$ cat src/rtl/dly_step_pkg.sv
// Package: shared command encoding for the delay stepper.
// Assumes commands arrive as a 3-bit code; unused codes mean no operation.
package dly_step_pkg;
    typedef enum logic [2:0] {
        STEP_NONE     = 3'd0,
        STEP_MED_UP   = 3'd1,
        STEP_MED_DN   = 3'd2,
        STEP_TAP_UP   = 3'd3,
        STEP_TAP_DN   = 3'd4,
        STEP_COARSE_DN = 3'd5
    } step_cmd_e;
endpackage

$ cat src/rtl/dly_medium_step.sv
// Module: one quarter step on the {coarse, medium} pair, up or down.
// Carries into or borrows from coarse at the ends of the medium range.
// Flags a failure when coarse would leave the range 0 to COARSE_MAX.
// Assumes medium never holds a value above MED_MAX.
module dly_medium_step #(
    parameter int CW         = 4,
    parameter int COARSE_MAX = 15,
    parameter int MW         = 2,
    parameter int MED_MAX    = 3
) (
    input  logic [CW-1:0] coarse_i,
    input  logic [MW-1:0] medium_i,
    input  logic          up_i,
    output logic [CW-1:0] coarse_o,
    output logic [MW-1:0] medium_o,
    output logic          fail_o
);
    localparam logic [CW-1:0] C_TOP = CW'(COARSE_MAX);
    localparam logic [MW-1:0] M_TOP = MW'(MED_MAX);

    // Purpose: next {coarse, medium} for a single quarter step, plus failure flag.
    always_comb begin
        coarse_o = coarse_i;
        medium_o = medium_i;
        fail_o   = 1'b0;
        if (up_i) begin
            if (medium_i != M_TOP) begin
                medium_o = medium_i + MW'(1);
            end else if (coarse_i != C_TOP) begin
                medium_o = '0;
                coarse_o = coarse_i + CW'(1);
            end else begin
                fail_o = 1'b1;
            end
        end else begin
            if (medium_i != '0) begin
                medium_o = medium_i - MW'(1);
            end else if (coarse_i != '0) begin
                medium_o = M_TOP;
                coarse_o = coarse_i - CW'(1);
            end else begin
                fail_o = 1'b1;
            end
        end
    end
endmodule

$ cat src/rtl/dly_tap_step.sv
// Module: one fine step on the tap field, which wraps at TAP_MAX rather
// than at a power of two. The wrap flag asks the parent for a medium step.
// Assumes tap never holds a value above TAP_MAX.
module dly_tap_step #(
    parameter int TW      = 4,
    parameter int TAP_MAX = 14
) (
    input  logic [TW-1:0] tap_i,
    input  logic          up_i,
    output logic [TW-1:0] tap_o,
    output logic          wrap_o
);
    localparam logic [TW-1:0] T_TOP = TW'(TAP_MAX);

    // Purpose: next tap value and the flag that signals a wrap.
    always_comb begin
        wrap_o = 1'b0;
        if (up_i) begin
            if (tap_i == T_TOP) begin
                tap_o  = '0;
                wrap_o = 1'b1;
            end else begin
                tap_o = tap_i + TW'(1);
            end
        end else begin
            if (tap_i == '0) begin
                tap_o  = T_TOP;
                wrap_o = 1'b1;
            end else begin
                tap_o = tap_i - TW'(1);
            end
        end
    end
endmodule

$ cat src/rtl/strobe_delay_stepper.sv
// Module: holds a three-level strobe delay setting (coarse, medium, tap) and
// a phase-interpolator value. It applies one step command per cycle, with
// carry and borrow between fields, and rejects a step that cannot be made.
// A parallel load has priority over steps. Reset is synchronous, active low.
// Assumes the sequencer holds cmd_i at STEP_NONE when it has nothing to do.
module strobe_delay_stepper #(
    parameter int CW         = 4,
    parameter int COARSE_MAX = 15,
    parameter int MED_STEPS  = 4,
    parameter int TAP_MAX    = 14,
    parameter int PW         = 3,
    localparam int MW        = $clog2(MED_STEPS),
    localparam int TW        = $clog2(TAP_MAX + 1),
    localparam int SW        = CW + MW + TW
) (
    input  logic          clk,
    input  logic          rst_n,
    input  logic [2:0]    cmd_i,
    input  logic          load_i,
    input  logic [CW-1:0] ld_coarse_i,
    input  logic [MW-1:0] ld_medium_i,
    input  logic [TW-1:0] ld_tap_i,
    input  logic [PW-1:0] ld_pi_i,
    output logic [SW-1:0] setting_o,
    output logic [PW-1:0] pi_o,
    output logic          err_o
);
    import dly_step_pkg::*;

    localparam int MED_MAX = MED_STEPS - 1;

    logic [CW-1:0] coarse_q, coarse_nx, med_coarse, ld_coarse_c;
    logic [MW-1:0] medium_q, medium_nx, med_medium;
    logic [TW-1:0] tap_q, tap_nx, tap_step, ld_tap_c;
    logic [PW-1:0] pi_q;
    logic          err_q, step_fail, med_fail, med_up, tap_up, tap_wrap;
    step_cmd_e     cmd;

    assign cmd    = step_cmd_e'(cmd_i);
    assign med_up = (cmd == STEP_MED_UP) || (cmd == STEP_TAP_UP);
    assign tap_up = (cmd == STEP_TAP_UP);

    dly_medium_step #(
        .CW(CW), .COARSE_MAX(COARSE_MAX), .MW(MW), .MED_MAX(MED_MAX)
    ) u_med (
        .coarse_i(coarse_q), .medium_i(medium_q), .up_i(med_up),
        .coarse_o(med_coarse), .medium_o(med_medium), .fail_o(med_fail)
    );

    dly_tap_step #(.TW(TW), .TAP_MAX(TAP_MAX)) u_tap (
        .tap_i(tap_q), .up_i(tap_up), .tap_o(tap_step), .wrap_o(tap_wrap)
    );

    // Purpose: clamp loaded fields only where the field can hold illegal codes.
    generate
        if (COARSE_MAX < (1 << CW) - 1) begin : g_clamp_coarse
            assign ld_coarse_c = (ld_coarse_i > CW'(COARSE_MAX)) ? CW'(COARSE_MAX) : ld_coarse_i;
        end else begin : g_pass_coarse
            assign ld_coarse_c = ld_coarse_i;
        end
        if (TAP_MAX < (1 << TW) - 1) begin : g_clamp_tap
            assign ld_tap_c = (ld_tap_i > TW'(TAP_MAX)) ? TW'(TAP_MAX) : ld_tap_i;
        end else begin : g_pass_tap
            assign ld_tap_c = ld_tap_i;
        end
    endgenerate

    // Purpose: select the candidate next setting and failure for the command.
    always_comb begin
        coarse_nx = coarse_q;
        medium_nx = medium_q;
        tap_nx    = tap_q;
        step_fail = 1'b0;
        case (cmd)
            STEP_MED_UP, STEP_MED_DN: begin
                coarse_nx = med_coarse;
                medium_nx = med_medium;
                step_fail = med_fail;
            end
            STEP_TAP_UP, STEP_TAP_DN: begin
                tap_nx = tap_step;
                if (tap_wrap) begin
                    coarse_nx = med_coarse;
                    medium_nx = med_medium;
                    step_fail = med_fail;
                end
            end
            STEP_COARSE_DN: begin
                if (coarse_q == '0) step_fail = 1'b1;
                else                coarse_nx = coarse_q - CW'(1);
            end
            default: ;
        endcase
    end

    // Purpose: state register with reset, load priority and step commit.
    always_ff @(posedge clk) begin
        if (!rst_n) begin
            coarse_q <= '0;
            medium_q <= '0;
            tap_q    <= '0;
            pi_q     <= '0;
            err_q    <= 1'b0;
        end else if (load_i) begin
            coarse_q <= ld_coarse_c;
            medium_q <= ld_medium_i;
            tap_q    <= ld_tap_c;
            pi_q     <= ld_pi_i;
            err_q    <= 1'b0;
        end else if (step_fail) begin
            err_q <= 1'b1;
        end else begin
            coarse_q <= coarse_nx;
            medium_q <= medium_nx;
            tap_q    <= tap_nx;
            err_q    <= 1'b0;
        end
    end

    assign setting_o = {coarse_q, medium_q, tap_q};
    assign pi_o      = pi_q;
    assign err_o     = err_q;

    // Requirement checks on the registered state.
    assert_reset_R1: assert property (@(posedge clk)
        !rst_n |=> (setting_o == '0 && pi_o == '0 && !err_o));

    assert_medium_carry_R2: assert property (@(posedge clk) disable iff (!rst_n)
        ($past(rst_n) && $past(cmd_i) == 3'd1 && !$past(load_i) && !err_o) |->
        (int'(coarse_q) * MED_STEPS + int'(medium_q) ==
         int'($past(coarse_q)) * MED_STEPS + int'($past(medium_q)) + 1));

    assert_reject_frozen_R3: assert property (@(posedge clk) disable iff (!rst_n)
        ($past(rst_n) && err_o) |-> $stable(setting_o));

    assert_tap_range_R5: assert property (@(posedge clk) disable iff (!rst_n)
        tap_q <= TW'(TAP_MAX));

    assert_coarse_only_R7: assert property (@(posedge clk) disable iff (!rst_n)
        ($past(rst_n) && $past(cmd_i) == 3'd5 && !$past(load_i) && !err_o) |->
        ($stable(medium_q) && $stable(tap_q) && coarse_q == $past(coarse_q) - CW'(1)));

    assert_pi_hold_R9: assert property (@(posedge clk) disable iff (!rst_n)
        ($past(rst_n) && !$past(load_i)) |-> $stable(pi_o));

    assert_err_cause_R10: assert property (@(posedge clk) disable iff (!rst_n)
        err_o |-> ($past(rst_n) && !$past(load_i) &&
                   $past(cmd_i) != 3'd0 && $past(cmd_i) < 3'd6));
endmodule

$ cat config.mk
export PLATFORM = sky130hd
export DESIGN_NAME = strobe_delay_stepper
export DESIGN_NICKNAME = d
export VERILOG_FILES = /design/src/rtl/dly_step_pkg.sv /design/src/rtl/dly_medium_step.sv /design/src/rtl/dly_tap_step.sv /design/src/rtl/strobe_delay_stepper.sv
export SDC_FILE = /design/constraint.sdc
export NUM_CORES = 1
export LEC_CHECK = 0
export ABC_CLOCK_PERIOD_IN_PS = 2670
export BUFFER_PORTS_ARGS = -buffer_cell sky130_fd_sc_hd__buf_2
export CAP_MARGIN = 20
export CORE_MARGIN = 2
export CORE_UTILIZATION = 52
export DETAILED_ROUTE_END_ITERATION = 10
export GPL_TIMING_DRIVEN = 0
export HOLD_SLACK_MARGIN = 0.1
export PLACE_DENSITY = 0.79
export SETUP_SLACK_MARGIN = 0.5
export SYNTH_ARGS = -nofsm -noshare
export SYNTH_HDL_FRONTEND = slang
export SYNTH_SLANG_ARGS = --single-unit
$ cat constraint.sdc
create_clock -name clk -period 2.67 [get_ports clk]
set_input_delay 0.534 -clock clk [delete_from_list [all_inputs] [get_ports clk]]
set_output_delay 0.534 -clock clk [all_outputs]
set_load 0.01 [all_outputs]
==> impl_metrics.py, run 1 <==
metrics = {
    "sta": {
        "setup_ws_ps": 469,
        "final_max_slew_viol_count": 0,
        "final_hold_viol_count": 0,
        "timing.slew.headroom_pct": 53.2,
        "finalSetupTns_ps": 0,
        "min_period_ps": 2200,
        "worst_pin_slew_ps": 696,
        "rsz0062_at_grt": "true",
        "period_share_pct": 82.4,
        "worst_clock_skew_ps": 9.37,
        "report.final.setup_viol": 0,
        "max_freq_mhz": 454,
    },
    "floorplan": {
        "start_util_pct": 55.1,
        "io_pins": 33,
        "core_region_area_um2": 2210,
        "die_y_um": 52.4,
        "std_cell_rows": 17,
        "die_area_um2": 2750,
        "die-width_um": 52.4,
    },
    "global_route": {
        "antenna_found_initial": 0,
        "globalRouteTotalUtil_pct": 26.3,
        "grt_pass1_vias": 1221,
        "grt-ovfl-total": 0,
        "grt_pass1_wl_mm": 5.35,
        "grt_max_degree": 11,
    },
    "yosys": {
        "netlist_top_cells_area": "dfxtp_1 23%, ha_1 9.2%, nor2_1 5.8%",
        "synth_area_um2": 1220,
        "async_flop_share_pct": 0,
        "ys_types": 45,
        "syn_avg_cell_area_um2": 8.24,
        "yosysWarningCount": 0,
        "synth_cells": 148,
        "netlist.area_leader.share_pct": 23.0,
        "yosys_most_used_dff": "dfxtp_1",
        "ys_ff_latch": 14,
        "yosysTopAreaCell": "dfxtp_1",
        "seq_area_frac_synth_pct": 23.0,
        "syn_nets": 176,
        "synth_edf_count": 0,
    },
    "setup_path": {
        "path_class": "flip-flop to flip-flop",
        "slowest_delay_ps": 390,
        "critPathLaunchType": "flip-flop",
        "worstPathCellList": "inv_4 > ha_4 > and3_4 > mux2_4 > o2111a_2 > or3_4 > a2111oi_4 > nor3_2",
        "cp-end-kind": "flip-flop",
        "timing.critical_path.slowest_stage_cell": "or3_4",
        "worstPathMaxFanout": 4,
        "worstPathArrival_ps": 2380,
        "required_ps": 2850,
    },
    "run": {
        "maxCapViolations": 0,
    },
    "route": {
        "via_count": 1293,
        "drt_iter0_drc": 23,
        "drt-total-wl_mm": 3.35,
        "ant_nets": 0,
        "routedWlPerCell_um": 15.1,
        "via_per_inst": 5.82,
        "drc": 0,
        "first_pass_iters": 4,
    },
    "final_layout": {
        "antenna_cells": 0,
        "drive_gt1_share_pct": 41.8,
        "fillCellCount": 172,
        "layout_commonest_cell": "buf_2",
        "final_cell_mix": "31 x buf_2, 18 x nor2_1, 12 x buf_4, 10 x dfxtp_1, 9 x a21oi_1",
        "area_delta_synth_final_pct": 37.8,
        "final_nets": 223,
    },
    "placed_design": {
        "io_buffers": 30,
        "hpwl_mm": 2.28,
        "gp_congestion": 0.832,
        "pre_cts_slack_ps": 384,
    },
    "power_and_ir_drop": {
        "pwr-share-clk_pct": 19.2,
        "p_sw_share_pct": 37.0,
        "leakagePower_nw": 0.760,
        "p_sw_mw": 0.298,
        "p_int_mw": 0.506,
        "power_frac_seq_pct": 33.2,
        "p_comb_share_pct": 47.7,
        "powerDensity_nw_per_um2": 478,
        "ir_worst_vdd_uv": 480,
    },
    "clock_tree": {
        "clock_latency_ps": 290,
        "clock-sinks": 14,
        "cts_root_buffer": "clkbuf_4",
        "path_clk_slew_ps": 90,
        "cts_buffers": 3,
        "tritoncts": "done",
        "h-tree-depth": 1,
        "cts_max_path_buffers": 2,
        "holdBufCountCts": 0,
    },
    "outcome": {
        "status": "finished, final reports clean",
    },
    "min_path": {
        "holdCritPathClass": "primary input to flip-flop",
    },
}
## final cells by class
class                           instances  area (um2)  area share [%]
Clock buffer                            4        36.3            2.16
Buffer                                  8        47.5            2.83
Inverter                                9        43.8            2.60
Tap cell                               28        35.0            2.08
Multi-Input combinational cell        117         980            58.3
Sequential cell                        14         295            17.6
Timing Repair Buffer                   42         244            14.5
## metal layers
layer	up-vias	routed length, um	GRT usage [%]	part of all wire [%]
met5	-	0	0	0
met4	0	30	7.69	0.89
met3	4	161	6.57	4.8
met2	38	1850	50.4	55
met1	614	1310	27.7	39
li1	637	-	-	-
## cell families (layout without fill, tap and decap cells)
logic type               count (synthesis)  in the layout  share of synthesized area [%]
AO/OA/AOI/OAI                           41             41                           26.9
XOR/XNOR                                 5              5                           3.59
adder cells (fa/ha/maj)                  9              9                           9.23
buffers and inverters                   17             63                           5.74
flip-flops                              14             14                           23.0
multiplexers                             7              7                           6.15
AND/OR/NAND/NOR                         55             55                           25.4
## synth_stat cells, drive strengths merged (2+ instances only)
master   instances
a32oi            2
buf              4
a21oi            9
nor3             8
and3b            3
mux2i            6
clkbuf           4
a211oi           4
xnor2            4
nand2b           3
o31ai            2
nand2            4
dfxtp           14
nor3b            3
and3             2
ha               9
inv              9
a31oi            4
o21ai            8
nand3            5
nor2            19
a2111oi          2
## worst max-delay path, delay by kind of cell (launching register included)
kind            cells  cell delay [ps]
flops               1              370
compound gates      2              630
buf+inv             1               50
simple gates        3              630
fa+ha+maj           1              150
mux                 1              270
## flip-flops by register name, summed over array words and instances (netlist names)
signal and count:
coarse_q 4, tap_q 4, pi_o 3, medium_q 2, err_o 1
## power groups by stage
stage               Combinational [mW]  Clock, mW  Sequential (mW)
finish                           0.383      0.154            0.267
global route                     0.421      0.169            0.270
CTS                              0.347      0.154            0.262
detailed placement               0.295          0            0.273
global placement                 0.284          0            0.270
floorplan                        0.206          0            0.276
## repair_timing
| action | in CTS | in global routing |
|---|---|---|
| setup buffers | 10 | 2 |
| endpoints found under the setup margin | 9 | 9 |
| pin swaps | 7 | 6 |
| resized for setup | 18 | 17 |
## path summary, 6_finish.rpt
path	startpoint	end	slack [ps]	cells past startpoint
worst min-delay path	ld_pi_i[1]	pi_o[1]	490	3
worst min register to register	pi_o[1]	pi_o[1]	500	2
worst max register to register	tap_q[0]	coarse_q[1]	470	8
worst max-delay path	tap_q[0]	coarse_q[1]	470	8
## per-stage QoR
stage	util (%)	hold slack [ps]	power [mW]	instances	cell area, um2
global route	76.0	496	0.860	222	1680
floorplan	-	531	0.482	148	1230
CTS	71.7	486	0.762	220	1590
finish	76.0	487	0.804	222	1680
detailed placement	64.2	485	0.568	206	1420
global placement	64.2	470	0.554	206	1420
(Power assumes the default switching activity.)
==> run 2: changes to the inputs <==
- ABC_CLOCK_PERIOD_IN_PS: 2670 -> 1850
- CORE_UTILIZATION: 52 -> 47
- PLACE_DENSITY: 0.79 -> 0.76
- clock period: 2.67 -> 1.85 ns (I/O delays scaled with it)
==> impl_metrics.py, run 2 (synthesis results as in run 1) <==
metrics = {
    "clock_tree": {
        "clock_latency_ps": 280,
        "cts_buffers": 3,
        "cts_root_buffer": "clkbuf_4",
        "cts_max_path_buffers": 2,
        "holdBufCountCts": 0,
        "tritoncts": "done",
        "path_clk_slew_ps": 80,
        "h-tree-depth": 1,
        "clock-sinks": 14,
    },
    "route": {
        "drt-total-wl_mm": 3.30,
        "drc": 0,
        "routedWlPerCell_um": 14.7,
        "first_pass_iters": 4,
        "via_per_inst": 5.78,
        "ant_nets": 0,
        "drt_iter0_drc": 30,
        "via_count": 1295,
    },
    "setup_path": {
        "worstPathArrival_ps": 2320,
        "critPathLaunchType": "flip-flop",
        "path_class": "flip-flop to flip-flop",
        "required_ps": 2020,
        "timing.rr.end": "coarse_q[0]",
        "worstPathMaxFanout": 4,
        "r2r_setup_slack_ps": -300,
        "r2r-start": "tap_q[0]",
        "reg2reg_depth": 8,
        "cp-end-kind": "flip-flop",
    },
    "sta": {
        "finalSetupTns_ps": -2110,
        "final_max_slew_viol_count": 0,
        "max_freq_mhz": 465,
        "rsz0062_at_grt": "true",
        "report.final.setup_viol": 10,
        "min_period_ps": 2150,
        "timing.slew.headroom_pct": 57.2,
        "setup_ws_ps": -299,
        "period_share_pct": 116,
        "worst_pin_slew_ps": 638,
        "worst_clock_skew_ps": 3.23,
        "final_hold_viol_count": 0,
    },
    "final_layout": {
        "layout_commonest_cell": "buf_2",
        "area_delta_synth_final_pct": 38.4,
        "final_cell_area_um2": 1690,
        "final_nets": 223,
        "fillCellCount": 210,
        "drive_gt1_share_pct": 46.4,
        "antenna_cells": 0,
        "final_cell_mix": "32 x buf_2, 18 x nor2_1, 11 x buf_4, 8 x a21oi_1",
        "stdcell_count": 224,
    },
    "power_and_ir_drop": {
        "p_comb_share_pct": 47.5,
        "total_power_mw": 1.15,
        "p_int_mw": 0.729,
        "pwr-share-clk_pct": 19.2,
        "leakagePower_nw": 0.764,
        "powerDensity_nw_per_um2": 684,
        "p_sw_mw": 0.425,
        "power_frac_seq_pct": 33.3,
        "p_sw_share_pct": 36.8,
        "ir_worst_vdd_uv": 778,
    },
    "global_route": {
        "grt-ovfl-total": 0,
        "grt_pass1_wl_mm": 5.10,
        "globalRouteTotalUtil_pct": 23.4,
        "grt_pass1_vias": 1097,
        "grt_max_degree": 11,
        "antenna_found_initial": 0,
    },
    "min_path": {
        "holdPathStages": 3,
        "hold_start": "ld_pi_i[1]",
        "holdCritPathClass": "primary input to flip-flop",
        "worstHoldEndpoint": "pi_o[1]",
    },
    "outcome": {
        "violations": "setup timing",
        "status": "finished, violations left",
    },
    "placed_design": {
        "dpl-instance-area_um2": 1440,
        "io_buffers": 30,
        "gp_congestion": 0.830,
        "hpwl_mm": 2.24,
        "pre_cts_slack_ps": -385,
        "numPlacedInstances": 208,
    },
    "floorplan": {
        "core_region_area_um2": 2480,
        "io_pins": 33,
        "std_cell_rows": 18,
        "die_area_um2": 3020,
        "start_util_pct": 49.2,
        "die_y_um": 54.9,
        "die-width_um": 54.9,
    },
    "run": {
        "maxCapViolations": 0,
    },
}
run 2: cell type report:
class | count | area [um2] | share of cell area [%]
multi-input combinational | 117 | 986 | 58.4
sequential | 14 | 299 | 17.7
timing repair buffer | 42 | 248 | 14.7
inverter | 9 | 41.3 | 2.45
buffer | 8 | 40.0 | 2.37
tap | 30 | 37.5 | 2.22
clock buffer | 4 | 36.3 | 2.15
run 2: critical path: stages (launching register included):
cell and delay [ps]:
dfxtp_4 370, inv_4 50, ha_4 150, and3_4 170
mux2_4 270, o2111a_2 320, or3_4 400, a2111oi_4 240
nor3_1 70
run 2: per-stage QoR:
| step | hold WS (ps) | util (%) |
|---|---|---|
| 6_report | 320 | 68.1 |
| 5_1_grt | 318 | 68.1 |
| 4_1_cts | 321 | 66.8 |
| 3_5_place_dp | 488 | 58.1 |
| 3_3_place_gp | 467 | 58.1 |
| 2_1_floorplan | 508 | - |
run 2: worst max path at each step:
stage | startpoint | to | depth (start not counted)
3_5_place_dp | coarse_q[0] | coarse_q[2] | 8
4_1_cts | coarse_q[0] | coarse_q[2] | 8
2_1_floorplan | coarse_q[0] | coarse_q[0] | 8
5_1_grt | coarse_q[0] | medium_q[1] | 9
6_report | tap_q[0] | coarse_q[0] | 8
3_3_place_gp | coarse_q[0] | coarse_q[2] | 8
run 2: what timing repair did:
| item | in CTS | in global routing |
|---|---|---|
| buffers inserted | 11 | 1 |
| endpoints found under the hold margin | 0 | 0 |
| endpoints found under the setup margin | 12 | 17 |
| gates resized for setup | 27 | 12 |
| pin swaps | 10 | 6 |
run 2: power groups by stage:
stage	Sequential [mW]	Combinational, mW	Clock (mW)
floorplan	0.402	0.299	0
CTS	0.382	0.525	0.226
finish	0.385	0.548	0.221
detailed placement	0.396	0.425	0
global route	0.390	0.606	0.239
global placement	0.392	0.415	0
run 2: layer usage:
| layer | global-route usage (%) | part of all wire [%] | vias to the layer above |
|---|---|---|---|
| li1 | - | - | 638 |
| met1 | 28.5 | 41 | 602 |
| met2 | 42.3 | 52 | 49 |
| met3 | 5.11 | 5.9 | 6 |
| met4 | 4.47 | 1.6 | 0 |
| met5 | 0 | 0 | - |
==> run 3: changes to the inputs <==
- CORE_UTILIZATION: 47 -> 49
- RECOVER_POWER: not set -> 50
- SYNTH_HIERARCHICAL: not set -> 1
==> impl_metrics.py, run 3 <==
metrics = {
    "final_layout": {
        "final_nets": 275,
        "area_delta_synth_final_pct": 49.4,
        "final_cell_mix": "27 x buf_4, 22 x buf_2, 10 x mux2i_1, 9 x nand2_1",
        "final_cell_area_um2": 2270,
        "stdcell_count": 278,
        "antenna_cells": 0,
        "fillCellCount": 189,
        "drive_gt1_share_pct": 48.2,
        "layout_commonest_cell": "buf_4",
    },
    "floorplan": {
        "start_util_pct": 50.5,
        "die_area_um2": 3560,
        "die-width_um": 59.6,
        "die_y_um": 59.6,
        "std_cell_rows": 20,
        "core_region_area_um2": 3000,
        "io_pins": 33,
    },
    "power_and_ir_drop": {
        "powerDensity_nw_per_um2": 641,
        "ir_worst_vdd_uv": 416,
        "leakagePower_nw": 0.937,
        "total_power_mw": 1.45,
    },
    "setup_path": {
        "cp-end-kind": "flip-flop",
        "critPathLaunchType": "flip-flop",
        "path_class": "flip-flop to flip-flop",
        "slowest_delay_ps": 390,
        "path_delay_family": "compound AO/OA/AOI/OAI gates",
        "cp_num_buf_inv": 3,
        "worstPathMaxFanout": 6,
        "cp_common_cell": "buf_4",
        "worstPathCellList": "inv_4 > ha_4 > nand3b_1 > o31ai_4 > buf_4 > a2111oi_4 > buf_4 > or2_4 > a32o_1",
        "required_ps": 2040,
        "timing.critical_path.slowest_stage_cell": "dfxtp_4",
        "worstPathArrival_ps": 2300,
    },
    "yosys": {
        "ys_types": 62,
        "yosysWarningCount": 6,
        "synthMostInstantiatedCell": "inv_1",
        "syn_nets": 212,
        "netlist.area_leader.share_pct": 18.5,
        "ys_ff_latch": 14,
        "async_flop_share_pct": 0,
        "netlist_top_cells_area": "dfxtp_1 18%, ha_1 8.3%, mux2i_1 6.6%",
        "synth_area_um2": 1520,
        "synth_edf_count": 0,
        "synth_cells": 183,
        "seq_area_frac_synth_pct": 18.5,
        "syn_avg_cell_area_um2": 8.29,
        "yosysTopAreaCell": "dfxtp_1",
        "yosys-top-cells-count": "15 x inv_1, 14 x dfxtp_1, 12 x o21ai_0",
        "yosys_most_used_dff": "dfxtp_1",
    },
    "sta": {
        "timing.slew.headroom_pct": 58.6,
        "period_share_pct": 114,
        "report.final.setup_viol": 7,
        "final_hold_viol_count": 0,
        "final_max_slew_viol_count": 0,
        "finalSetupTns_ps": -1360,
        "min_period_ps": 2110,
        "worst_pin_slew_ps": 621,
        "worst_clock_skew_ps": 1.41,
        "max_freq_mhz": 474,
        "rsz0062_at_grt": "true",
        "setup_ws_ps": -259,
    },
    "route": {
        "ant_nets": 0,
        "routedWlPerCell_um": 17.8,
        "drt_iter0_drc": 95,
        "via_count": 1743,
        "via_per_inst": 6.27,
        "first_pass_iters": 4,
        "drt-total-wl_mm": 4.94,
        "drc": 0,
    },
    "global_route": {
        "antenna_found_initial": 0,
        "use_met1_pct": 35.2,
        "met3_usage_pct": 3.71,
        "grt_max_degree": 11,
        "grt.busiest_layer": "met2",
        "met2_usage_pct": 48.8,
        "globalRouteTotalUtil_pct": 27.0,
        "grt-ovfl-total": 0,
        "grt_pass1_wl_mm": 7.46,
        "grt_pass1_vias": 1631,
    },
    "placed_design": {
        "dpl-instance-area_um2": 1770,
        "io_buffers": 27,
        "hpwl_mm": 2.88,
        "gp_congestion": 0.843,
        "numPlacedInstances": 243,
    },
    "clock_tree": {
        "cts_buffers": 3,
        "h-tree-depth": 1,
        "cts_max_path_buffers": 2,
        "tritoncts": "done",
        "cts_root_buffer": "clkbuf_4",
        "clock-sinks": 14,
        "path_clk_slew_ps": 100,
        "clock_latency_ps": 290,
    },
    "min_path": {
        "holdCritPathClass": "primary input to flip-flop",
    },
    "run": {
        "maxCapViolations": 0,
    },
    "outcome": {
        "violations": "setup timing",
        "status": "finished, violations left",
    },
}
-- run 3: worst reg2reg max path, stage by stage, from the launching register on --
cell and delay, ps:
dfxtp_4 390, inv_4 80, ha_4 140, nand3b_1 160, o31ai_4 280, buf_4 210, a2111oi_4 50, buf_4 170
or2_4 270, a32o_1 260
-- run 3: worst paths after layout --
check,from,to,slack (ps),cells past startpoint
setup / recovery,coarse_q[1],coarse_q[3],-260,9
hold / removal,ld_coarse_i[1],coarse_q[1],330,3
hold reg to reg,pi_o[2],pi_o[2],540,2
setup reg to reg,coarse_q[1],coarse_q[3],-260,9
-- run 3: where the power goes --
group / leakage (nW) / switching (mW) / internal [mW]
clock: 0.0210 / 0.117 / 0.120
sequential: 0.121 / 0.0641 / 0.339
combinational: 0.795 / 0.386 / 0.425
-- run 3: metrics by stage --
step / utilization [%] / hold slack, ps / setup WS (ps)
floorplan: - / 522 / -401
global placement: 59.1 / 495 / -571
detailed placement: 59.1 / 524 / -642
CTS: 73.7 / 347 / -163
global route: 75.5 / 347 / -362
finish: 75.5 / 335 / -259
-- run 3: logic make-up after synthesis --
logic type                 Yosys count  share of synthesized area, %
AOI/OAI and AO/OA                   54                          30.0
and+or+nand+nor                     60                          24.0
DFF                                 14                          18.5
buffers and inverters               28                          7.84
adders and majority gates           10                          8.25
xor gates and xnor gates             4                          2.31
muxes                               13                          9.08
-- run 3: cell type report --
type / count / area (um2) / area share (%)
clock buffer: 4 / 36.3 / 1.60
timing repair buffer: 58 / 388 / 17.1
tap: 33 / 41.3 / 1.82
inverter: 16 / 82.6 / 3.64
sequential: 14 / 308 / 13.6
buffer: 12 / 111 / 4.91
multi-input combinational: 141 / 1300 / 57.3
-- run 3: per-layer routing --
| metal | up-vias | part of all wire [%] |
|---|---|---|
| met5 | - | 0 |
| met4 | 0 | 1.2 |
| met3 | 13 | 5.5 |
| met2 | 89 | 51 |
| met1 | 828 | 42 |
| li1 | 813 | - |
-- run 3: timing repair --
item / 4_1_cts / 5_1_grt
cloned: 0 / 0
setup buffers: 25 / 6
pin swaps: 16 / 6
gates resized for setup: 64 / 6
hold buffers: 0 / 0
setup endpoints to repair: 14 / 14
